[config.mk]
export PLATFORM = sky130hd
export DESIGN_NAME = ctx_ptr_unit
export DESIGN_NICKNAME = d
export VERILOG_FILES = /design/src/rtl/ctx_pkg.sv /design/src/rtl/ctx_mask_reg.sv /design/src/rtl/ctx_mask_decode.sv /design/src/rtl/ctx_field_align.sv /design/src/rtl/ctx_value_reg.sv /design/src/rtl/ctx_ptr_unit.sv
export SDC_FILE = /design/constraint.sdc
export NUM_CORES = 1
export LEC_CHECK = 0
export BUFFER_PORTS_ARGS = -buffer_cell sky130_fd_sc_hd__buf_2
export CORE_MARGIN = 1
export CORE_UTILIZATION = 45
export DETAILED_ROUTE_END_ITERATION = 12
export GPL_TIMING_DRIVEN = 0
export PLACE_DENSITY = 0.78
export SYNTH_ARGS = -nofsm -noshare
export SYNTH_HDL_FRONTEND = slang
export SYNTH_SLANG_ARGS = --single-unit
export TNS_END_PERCENT = 30
[constraint.sdc]
create_clock -name clk -period 21.8 [get_ports clk]
set_input_delay 1.09 -clock clk [delete_from_list [all_inputs] [get_ports clk]]
set_output_delay 1.09 -clock clk [all_outputs]
set_load 0.005 [all_outputs]
[src/rtl/ctx_pkg.sv]
// Package: shared widths and the word type for the context pointer unit.
// Assumes a 32-bit register file word; all derived widths follow from it.
package ctx_pkg;
    localparam int unsigned CTX_XLEN = 32;
    localparam int unsigned CTX_IDXW = $clog2(CTX_XLEN);
    localparam int unsigned CTX_CNTW = $clog2(CTX_XLEN + 1);

    typedef logic [CTX_XLEN-1:0] ctx_word_t;
    typedef logic [CTX_IDXW-1:0] ctx_idx_t;
    typedef logic [CTX_CNTW-1:0] ctx_cnt_t;
endpackage

[src/rtl/ctx_mask_reg.sv]
// Module: field-mask register. Bits flagged in IMPL_BITS are writable; the
// rest read back the matching bit of FIXED_BITS. Assumes software writes a
// contiguous run; non-contiguous values are stored but give no defined result.
module ctx_mask_reg
    import ctx_pkg::*;
#(
    parameter ctx_word_t IMPL_BITS  = 32'h3FFF_FFFC,
    parameter ctx_word_t FIXED_BITS = 32'h0000_0000,
    parameter ctx_word_t RESET_MASK = 32'h007F_FFF0
) (
    input  logic      clk,
    input  logic      rst_n,
    input  logic      wr_en,
    input  ctx_word_t wr_data,
    output ctx_word_t mask_q
);
    localparam ctx_word_t HARD_VAL  = FIXED_BITS & ~IMPL_BITS;
    localparam ctx_word_t RESET_VAL = (RESET_MASK & IMPL_BITS) | HARD_VAL;

    ctx_word_t mask_r;

    // Store writable bits; hardwired bits are re-imposed on every load.
    always_ff @(posedge clk) begin
        if (!rst_n)
            mask_r <= RESET_VAL;
        else if (wr_en)
            mask_r <= (wr_data & IMPL_BITS) | HARD_VAL;
    end

    assign mask_q = mask_r;


    hard_bits_chk: assert property (@(posedge clk) disable iff (!rst_n)
        (mask_r & ~IMPL_BITS) == HARD_VAL);
endmodule

[src/rtl/ctx_mask_decode.sv]
// Module: finds the lowest set bit and the population of the mask.
// Purely combinational; assumes a contiguous run so that the pair (lo, width)
// fully describes it.
module ctx_mask_decode
    import ctx_pkg::*;
(
    input  ctx_word_t mask,
    output ctx_idx_t  lo_bit,
    output ctx_cnt_t  width
);
    // Priority scan from bit 0 upward for the first set bit.
    always_comb begin
        logic found;
        found  = 1'b0;
        lo_bit = '0;
        for (int i = 0; i < CTX_XLEN; i++) begin
            if (!found && mask[i]) begin
                lo_bit = ctx_idx_t'(i);
                found  = 1'b1;
            end
        end
    end

    // Population count of the mask gives the field width.
    always_comb begin
        width = '0;
        for (int i = 0; i < CTX_XLEN; i++)
            width = width + ctx_cnt_t'(mask[i]);
    end
endmodule

[src/rtl/ctx_field_align.sv]
// Module: places the top `width` bits of the faulting address at bit `lo_bit`
// and clears everything outside the mask. Width 0 yields zero.
module ctx_field_align
    import ctx_pkg::*;
(
    input  ctx_word_t vaddr,
    input  ctx_word_t mask,
    input  ctx_idx_t  lo_bit,
    input  ctx_cnt_t  width,
    output ctx_word_t field
);
    logic [CTX_CNTW:0] rshift;
    ctx_word_t         top_bits;

    // Right shift amount that keeps only the upper `width` address bits.
    assign rshift   = (CTX_CNTW + 1)'(CTX_XLEN) - {1'b0, width};
    // Drop the low address bits, then move the field up to its place.
    assign top_bits = vaddr >> rshift;
    assign field    = (top_bits << lo_bit) & mask;
endmodule

[src/rtl/ctx_value_reg.sv]
// Module: context word. A software write sets the whole word; an exception in
// the same clock overrides the masked bits with the aligned address field.
module ctx_value_reg
    import ctx_pkg::*;
(
    input  logic      clk,
    input  logic      rst_n,
    input  logic      wr_en,
    input  ctx_word_t wr_data,
    input  logic      exc_valid,
    input  ctx_word_t mask,
    input  ctx_word_t field,
    output ctx_word_t ctx_q
);
    ctx_word_t ctx_r;
    ctx_word_t base;
    ctx_word_t ctx_next;

    // Select the software value or the held value as the unmasked source.
    assign base     = wr_en ? wr_data : ctx_r;
    // Merge the address field into the masked positions on an exception.
    assign ctx_next = exc_valid ? ((base & ~mask) | (field & mask)) : base;

    // Register the context word.
    always_ff @(posedge clk) begin
        if (!rst_n)
            ctx_r <= '0;
        else
            ctx_r <= ctx_next;
    end

    assign ctx_q = ctx_r;


    masked_load_chk: assert property (@(posedge clk) disable iff (!rst_n)
        exc_valid |=> ((ctx_r & $past(mask)) == ($past(field) & $past(mask))));

    unmasked_keep_chk: assert property (@(posedge clk) disable iff (!rst_n)
        (exc_valid && !wr_en) |=> ((ctx_r & ~$past(mask)) == ($past(ctx_r) & ~$past(mask))));

    sw_write_chk: assert property (@(posedge clk) disable iff (!rst_n)
        (wr_en && !exc_valid) |=> (ctx_r == $past(wr_data)));

    idle_hold_chk: assert property (@(posedge clk) disable iff (!rst_n)
        (!wr_en && !exc_valid) |=> $stable(ctx_r));
endmodule

[src/rtl/ctx_ptr_unit.sv]
// Module: top of the TLB context pointer updater. Holds the field mask and
// the context word; on a translation exception the masked context bits are
// loaded with the upper faulting-address bits in one clock.
// Assumes the exception strobe lasts one clock per event and masks are contiguous.
module ctx_ptr_unit
    import ctx_pkg::*;
#(
    parameter logic [31:0] MASK_IMPL  = 32'h3FFF_FFFC,
    parameter logic [31:0] MASK_FIXED = 32'h0000_0000,
    parameter logic [31:0] MASK_RESET = 32'h007F_FFF0
) (
    input  logic        clk,
    input  logic        rst_n,
    input  logic        cfg_we,
    input  logic [31:0] cfg_wdata,
    output logic [31:0] cfg_rdata,
    input  logic        ctx_we,
    input  logic [31:0] ctx_wdata,
    output logic [31:0] ctx_rdata,
    input  logic        exc_valid,
    input  logic [31:0] exc_vaddr
);
    ctx_word_t mask;
    ctx_idx_t  lo_bit;
    ctx_cnt_t  width;
    ctx_word_t field;

    ctx_mask_reg #(
        .IMPL_BITS  (MASK_IMPL),
        .FIXED_BITS (MASK_FIXED),
        .RESET_MASK (MASK_RESET)
    ) u_mask (
        .clk     (clk),
        .rst_n   (rst_n),
        .wr_en   (cfg_we),
        .wr_data (cfg_wdata),
        .mask_q  (mask)
    );

    ctx_mask_decode u_decode (
        .mask   (mask),
        .lo_bit (lo_bit),
        .width  (width)
    );

    ctx_field_align u_align (
        .vaddr  (exc_vaddr),
        .mask   (mask),
        .lo_bit (lo_bit),
        .width  (width),
        .field  (field)
    );

    ctx_value_reg u_ctx (
        .clk       (clk),
        .rst_n     (rst_n),
        .wr_en     (ctx_we),
        .wr_data   (ctx_wdata),
        .exc_valid (exc_valid),
        .mask      (mask),
        .field     (field),
        .ctx_q     (ctx_rdata)
    );

    assign cfg_rdata = mask;

    // the decoded low bit sits at the bottom of the run
    lo_bit_base_chk: assert property (@(posedge clk) disable iff (!rst_n)
        (mask != '0) |-> (mask[lo_bit] && ((mask & ((ctx_word_t'(1) << lo_bit) - 1)) == '0)));
    // decoded width agrees with the run length
    width_count_chk: assert property (@(posedge clk) disable iff (!rst_n)
        32'(width) == $countones(mask));

    zero_mask_chk: assert property (@(posedge clk) disable iff (!rst_n)
        (mask == '0) |-> (field == '0));
endmodule

==> results of run 1 <==
synth_stat cells (all sizes together) (5+ instances only):
cell	number
a2111oi	9
a211oi	15
a21o	10
a21oi	45
a221o	5
a221oi	15
a31oi	14
and2	6
and3	5
buf	34
clkbuf	39
dfxtp	60
fa	20
ha	13
inv	58
mux2	22
mux2i	86
mux4	23
nand2	121
nand2b	6
nand3	27
nand4	11
nor2	82
nor2b	8
nor3	24
nor4	11
o211ai	35
o21a	7
o21ai	33
o22a	5
o22ai	8
o2bb2ai	6
or4	6
xnor2	5
worst min-delay path, stage by stage, from the launching register on:
cell     delay, ns
dfxtp_1       0.32
mux2i_1       0.06
nor2_1        0.07
layer usage:
metal | vias to the layer above | track usage, % | part of all wire (%)
li1 | 3833 | - | -
met3 | 98 | 8.02 | 12
met2 | 591 | 51.0 | 43
met1 | 4006 | 45.1 | 41
met4 | 0 | 12.0 | 3.6
met5 | - | 0 | 0
through the flow:
step,cell area (um^2),cells,util [%],setup slack (ns),hold WS (ns)
finish,8790,1321,54.7,12.85,0.491
global route,8790,1321,54.7,12.51,0.535
CTS,8790,1321,54.7,13.01,0.496
detailed placement,8510,1305,53.0,13.04,0.481
global placement,8510,1305,53.0,13.06,0.471
floorplan,7480,936,-,14.23,0.485
how the worst max path moves through the flow:
| stage | startpoint | cells past startpoint | slack, ns | to |
|---|---|---|---|---|
| floorplan | u_mask.mask_q[2] | 24 | 14.23 | u_ctx.ctx_q[23] |
| global placement | u_mask.mask_q[3] | 23 | 13.06 | u_ctx.ctx_q[28] |
| detailed placement | u_mask.mask_q[3] | 23 | 13.04 | u_ctx.ctx_q[28] |
| CTS | u_mask.mask_q[3] | 24 | 13.01 | u_ctx.ctx_q[28] |
| global route | u_mask.mask_q[3] | 24 | 12.51 | u_ctx.ctx_q[28] |
| finish | u_mask.mask_q[3] | 23 | 12.85 | u_ctx.ctx_q[28] |
final cells by class:
type | instances | share of cell area [%]
clock buffer | 9 | 2.56
inverter | 58 | 2.48
timing repair buffer | 153 | 8.71
multi-input combinational | 745 | 64.5
clock inverter | 7 | 0.598
buffer | 73 | 4.38
sequential | 60 | 13.7
tap | 216 | 3.07
cells by family after synthesis:
kind of cell | Yosys count
simple gates | 313
compound gates | 257
mux | 131
buf+inv | 131
flops | 60
fa+ha+maj | 33
xor+xnor | 7
other cells | 1
flip-flops by register name, indices dropped and copies added, names as in the netlist:
| signal | count |
|---|---|
| u_ctx.ctx_q | 32 |
| u_mask.mask_q | 28 |
==> summary.md, run 1 <==
| Metric | Value |
|---|---|
| Post_cts resized | 0 |
| Worst Max-Slew Pin Slew | around 1.4 ns |
| Multi-input gate area | ~5700 um^2 |
| Most frequent cells in the layout | buf_2 (167), nand2_1 (120), mux2i_1 (84) |
| Nets@finish | roughly 1.2k |
| Total CTS buffers | 9 |
| CTS HTree Levels | 3 |
| Crit path buf inv count | 4 |
| Slew Limit Headroom | 3.58% |
| Synthesized area | approximately 7500 um^2 |
| R2R Path Start | u_mask.mask_q[3] |
| Setup TNS | 0 ns |
| Flops & latches, synth | 60 |
| Maxcap violations | 0 |
| Primary FF master, synth | dfxtp_1 |
| Remaining Overflow, GRT | 0 |
| Tcrit/Tclk final | between 40% and 50% |
| Critical path class | register to register |
| Critical Path Start Type | register |
| Most Frequent Cell on Critical Path | fa_1 |
| Number of clock sinks | 60 |
| Crit-path cells | inv_1, ha_1, inv_1, fa_1, fa_1, fa_1, fa_1, fa_1, fa_1, fa_1, fa_1, ha_1, buf_2, clkbuf_1, mux4_2, mux2i_1, mux2i_1, mux2i_1, o31a_1, o21ai_1, a32oi_1, a22oi_1, a32o_1 |
| Ys Warns | 0 |
| Number of hold buffers added after CTS | 0 |
| Initial DRC count | 1,069 |
| Leading area contributor after synthesis | dfxtp_1 |
| Clk_lat worst skew | ~0.34 ns |
| Distinct cells, synth | 87 |
| Final worst path period need | roughly 8.9 ns |
| Die Span Y | 131 um |
| Vias in the first global route | 7,746 |
| Routed vias | between 8k and 9k |
| Final Setup Violations | 0 |
| Status | finished clean |
| Drt first pass iters | 6 |
| Syn_area_per_cell | 8.00 um^2 |
| Storage cell area | ~1200 um^2 |
| DP Wirelength | 22.4 mm |
| First-pass GRT wire length | 43.1 mm |
| Area growth syn-to-layout | 17.7% |
| Final Hold Fails | 0 |
| Layout cells sized above 1 | between 20% and 30% |
| CTS tree | built |
| Mux contribution to synthesized area | between 20 and 25% |
| Number of flops mapped to enable cells by yosys | 0 |
| Port bufs | around 150 |
| Synth Area in Compound Gates | around 26% |
| Cells after Synth | approximately 930 |
| Most common cell after layout, fill and taps aside | buf_2 |
| Slowest CP cell | dfxtp_1 |
| Clk buf depth | 2 |
| Reg2reg end | u_ctx.ctx_q[28] |
| DRT antenna net count | 0 |
| Routed WL | around 28 mm |
| Asr flop ratio synth | 0% |
| Initial antenna violation count | 0 |
| Slew Viols, Final | 0 |
| Root Driver | clkbuf_16 |
| WHS Path Cells | 2 |
| Post-Route Skew | approximately 0.015 ns |
| Sequential element share of the synthesized area | approximately 16% |
| Reg-to-reg slack, setup | ~13 ns |
| Main area contributors after synthesis | dfxtp_1 (16%), mux2i_1 (11%), mux4_2 (6.9%) |
| Hold/Removal Path Class | register to register |
| Worst hold endpoint | u_ctx.ctx_q[31] |
| Critical Path AT | 9.18 ns |
| Xor/xnor share of the synthesized area | under 10% |
| Hold path startpoint | u_ctx.ctx_q[31] |
| Max FO, Critical Path | 10 |
| Unrepaired setup endpoints after global routing | no |
| Gp weighted congestion | between 1 and 1.5 |
| Setup Fix Bufs, Post-CTS | 0 |
| WL/cell | ~21 um |
| Worst R2R Path Depth | 23 |
| Crit end category | register |
| CP required | 22.04 ns |
| Filler cells | around 1.5k |
| Post-Synth Adder-Cell Area | under 10% |
| N_diodes | 0 |
| Worst path max stage delay | slightly below 0.6 ns |
| I/O Pins | around 170 |
| Register clock-pin slew on the reported worst setup and hold paths | roughly 0.07 ns |
| Max Clk Rate | around 110 MHz |
| Initial Util | between 40% and 50% |
| Cell Rows | 46 |
| Pin count of the biggest net entering global routing | 13 |
| Post-Synth Simple-Gate Area | a little under 20% |
| Number of remaining DRC errors | 0 |
| Synth top area share | 16.1% |
| Cell family with most CP delay | adder cells |
| Total GRT Usage | 33.2% |
| Die area | between 15,000 and 20,000 um^2 |
| Core area | roughly 16,000 um^2 |
| Main combinational cell family by area after synthesis | compound AO/OA/AOI/OAI gates |
| Chip Width | 131 um |
| Vias per inst | 6.46 |
Power of run 1 is not shown: default switching activity piles up to over one toggle a cycle in this logic, so the estimate is an artifact.
==> run 2: changes to the inputs <==
--- a/config.mk
+++ b/config.mk
@@ -10,7 +10,7 @@
 export CORE_UTILIZATION = 45
 export DETAILED_ROUTE_END_ITERATION = 12
 export GPL_TIMING_DRIVEN = 0
-export PLACE_DENSITY = 0.78
+export PLACE_DENSITY = 0.81
 export SYNTH_ARGS = -nofsm -noshare
 export SYNTH_HDL_FRONTEND = slang
 export SYNTH_SLANG_ARGS = --single-unit
==> constraint.sdc (replaced) <==
create_clock -name clk -period 8.1 [get_ports clk]
set_input_delay 0.405 -clock clk [delete_from_list [all_inputs] [get_ports clk]]
set_output_delay 0.405 -clock clk [all_outputs]
set_load 0.005 [all_outputs]
==> summary.md, run 2 (same netlist as run 1, synthesis figures left out) <==
| Metric | Value |
|---|---|
| Status | finished clean |
| Most Frequent Cell on Critical Path | fa_1 |
| Gp weighted congestion | just over 1 |
| CTS tree | built |
| Critical path class | register to register |
| Register clock-pin slew on the reported worst setup and hold paths | ~0.05 ns |
| Routed vias | 8,469 |
| Remaining Overflow, GRT | 0 |
| Most frequent cells in the layout | buf_2 (164), nand2_1 (120), nor2_1 (79), mux2i_1 (79) |
| Core area | approximately 16,000 um^2 |
| R2R Path Start | u_mask.mask_q[2] |
| Cell family with most CP delay | adder cells |
| CP required | 8.33 ns |
| Max Clk Rate | about 130 MHz |
| Post-Route Skew | 0.00639 ns |
| CP Launch Point | u_mask.mask_q[2] |
| Die area | approximately 17,000 um^2 |
| Most common cell after layout, fill and taps aside | buf_2 |
| Port bufs | approximately 150 |
| Maxcap violations | 0 |
| Slew Viols, Final | 0 |
| Total CTS buffers | 9 |
| Slew Limit Headroom | 2.93% |
| Routed WL | 27.9 mm |
| Root Driver | clkbuf_16 |
| Max reg flops | 32 |
| Cell Rows | between 40 and 50 |
| Max FO, Critical Path | 10 |
| Inst Count DP | between 1k and 1.5k |
| Chip Width | ~130 um |
| Non-filler cells in the finished layout | 1,320 |
| Pin count of the biggest net entering global routing | 11 |
| Drt first pass iters | 8 |
| Initial antenna violation count | 0 |
| Tcrit/Tclk final | 97.4% |
| DRT antenna net count | 0 |
| I/O Pins | around 170 |
| Worst Max-Slew Pin Slew | 1.44 ns |
| Crit-path cells | inv_1, ha_1, inv_1, fa_1, fa_1, fa_1, fa_1, fa_1, fa_1, fa_2, fa_2, ha_1, buf_6, buf_6, mux2_2, o21ai_1, o21ai_1, mux2_1, a21oi_1, a2bb2oi_1, nand2_1, a32oi_2, a22oi_1, a32o_1 |
| DP Wirelength | roughly 22 mm |
| Final worst path period need | approximately 7.9 ns |
| Setup TNS | 0 ns |
| Vias per inst | between 6 and 7 |
| Layout cells sized above 1 | between 20% and 30% |
| Hold path startpoint | cfg_wdata[8] |
| First-pass GRT wire length | 42.1 mm |
| Hold/Removal Path Class | input pin to register |
| CTS HTree Levels | 3 |
| Slowest CP cell | fa_1 |
| Clk_lat worst skew | 0.34 ns |
| Number of clock sinks | 60 |
| N_diodes | 0 |
| Final Setup Violations | 0 |
| Vias in the first global route | about 7.7k |
| Crit end category | register |
| Initial DRC count | roughly 1.1k |
| Final Hold Fails | 0 |
| Crit path buf inv count | 4 |
| Critical Path Start Type | register |
| Area growth syn-to-layout | 20.0% |
| Die Span Y | ~130 um |
| Critical Path AT | 8.12 ns |
| Total GRT Usage | roughly a third |
| Initial Util | 46.5% |
| Clk buf depth | 2 |
| Number of remaining DRC errors | 0 |
| Nets@finish | 1,234 |
| Filler cells | ~1.5k |
| Worst path max stage delay | 0.55 ns |
| WL/cell | 21.1 um |
## run 2: cell count changes in the layout (fill, tap and decap cells not counted), moves of 3 or more
| cell | delta |
|---|---|
| mux2i_2 | +3 |
| o21ai_1 | +3 |
| buf_2 | -3 |
| o21ai_0 | -3 |
| mux2i_1 | -5 |
| buf_6 | +3 |
## run 2: routing by layer
layer / routed length (um) / GRT usage [%]
met5: 0 / 0
met4: 1070 / 13.5
met3: 3020 / 5.82
met2: 12600 / 51.5
met1: 11100 / 42.9
## run 2: path summary, 6_finish.rpt
| kind | endpoint | cells past startpoint | slack, ns |
|---|---|---|---|
| min reg2reg | u_ctx.ctx_q[0] | 2 | 0.50 |
| max | u_ctx.ctx_q[28] | 24 | 0.21 |
| min | u_mask.mask_q[8] | 3 | 0.28 |
| max reg2reg | u_ctx.ctx_q[28] | 24 | 0.21 |
## run 2: cell type report
class | count | area [um^2] | share of cell area (%)
Multi-Input combinational cell | 745 | 5800 | 64.7
Sequential cell | 60 | 1210 | 13.5
Timing Repair Buffer | 154 | 773 | 8.63
Buffer | 72 | 405 | 4.53
Tap cell | 216 | 270 | 3.02
Clock buffer | 10 | 229 | 2.56
Inverter | 58 | 218 | 2.43
Clock inverter | 5 | 53.8 | 0.601
## run 2: repair_timing
item,in CTS,in global routing
setup endpoints to repair,28,28
buffers inserted,1,0
pin swaps,2,4
resized for setup,17,24
hold buffers,0,0
## run 2: stage by stage
step	hold WS (ns)	area, um^2	utilization (%)	setup slack (ns)
CTS	0.288	8870	55.2	0.00708
global placement	0.473	8510	53.0	-0.636
detailed placement	0.485	8510	53.0	-0.592
floorplan	0.485	7480	-	0.533
finish	0.284	8960	55.8	0.207
global route	0.319	8960	55.8	-0.0660
## run 2: tightest hold or removal path, delay by kind of cell
family	cells	cell delay, ns
buf+inv	1	0.08
simple gates	1	0.04
compound gates	1	0.06
Power of run 2 is left out for the same reason.
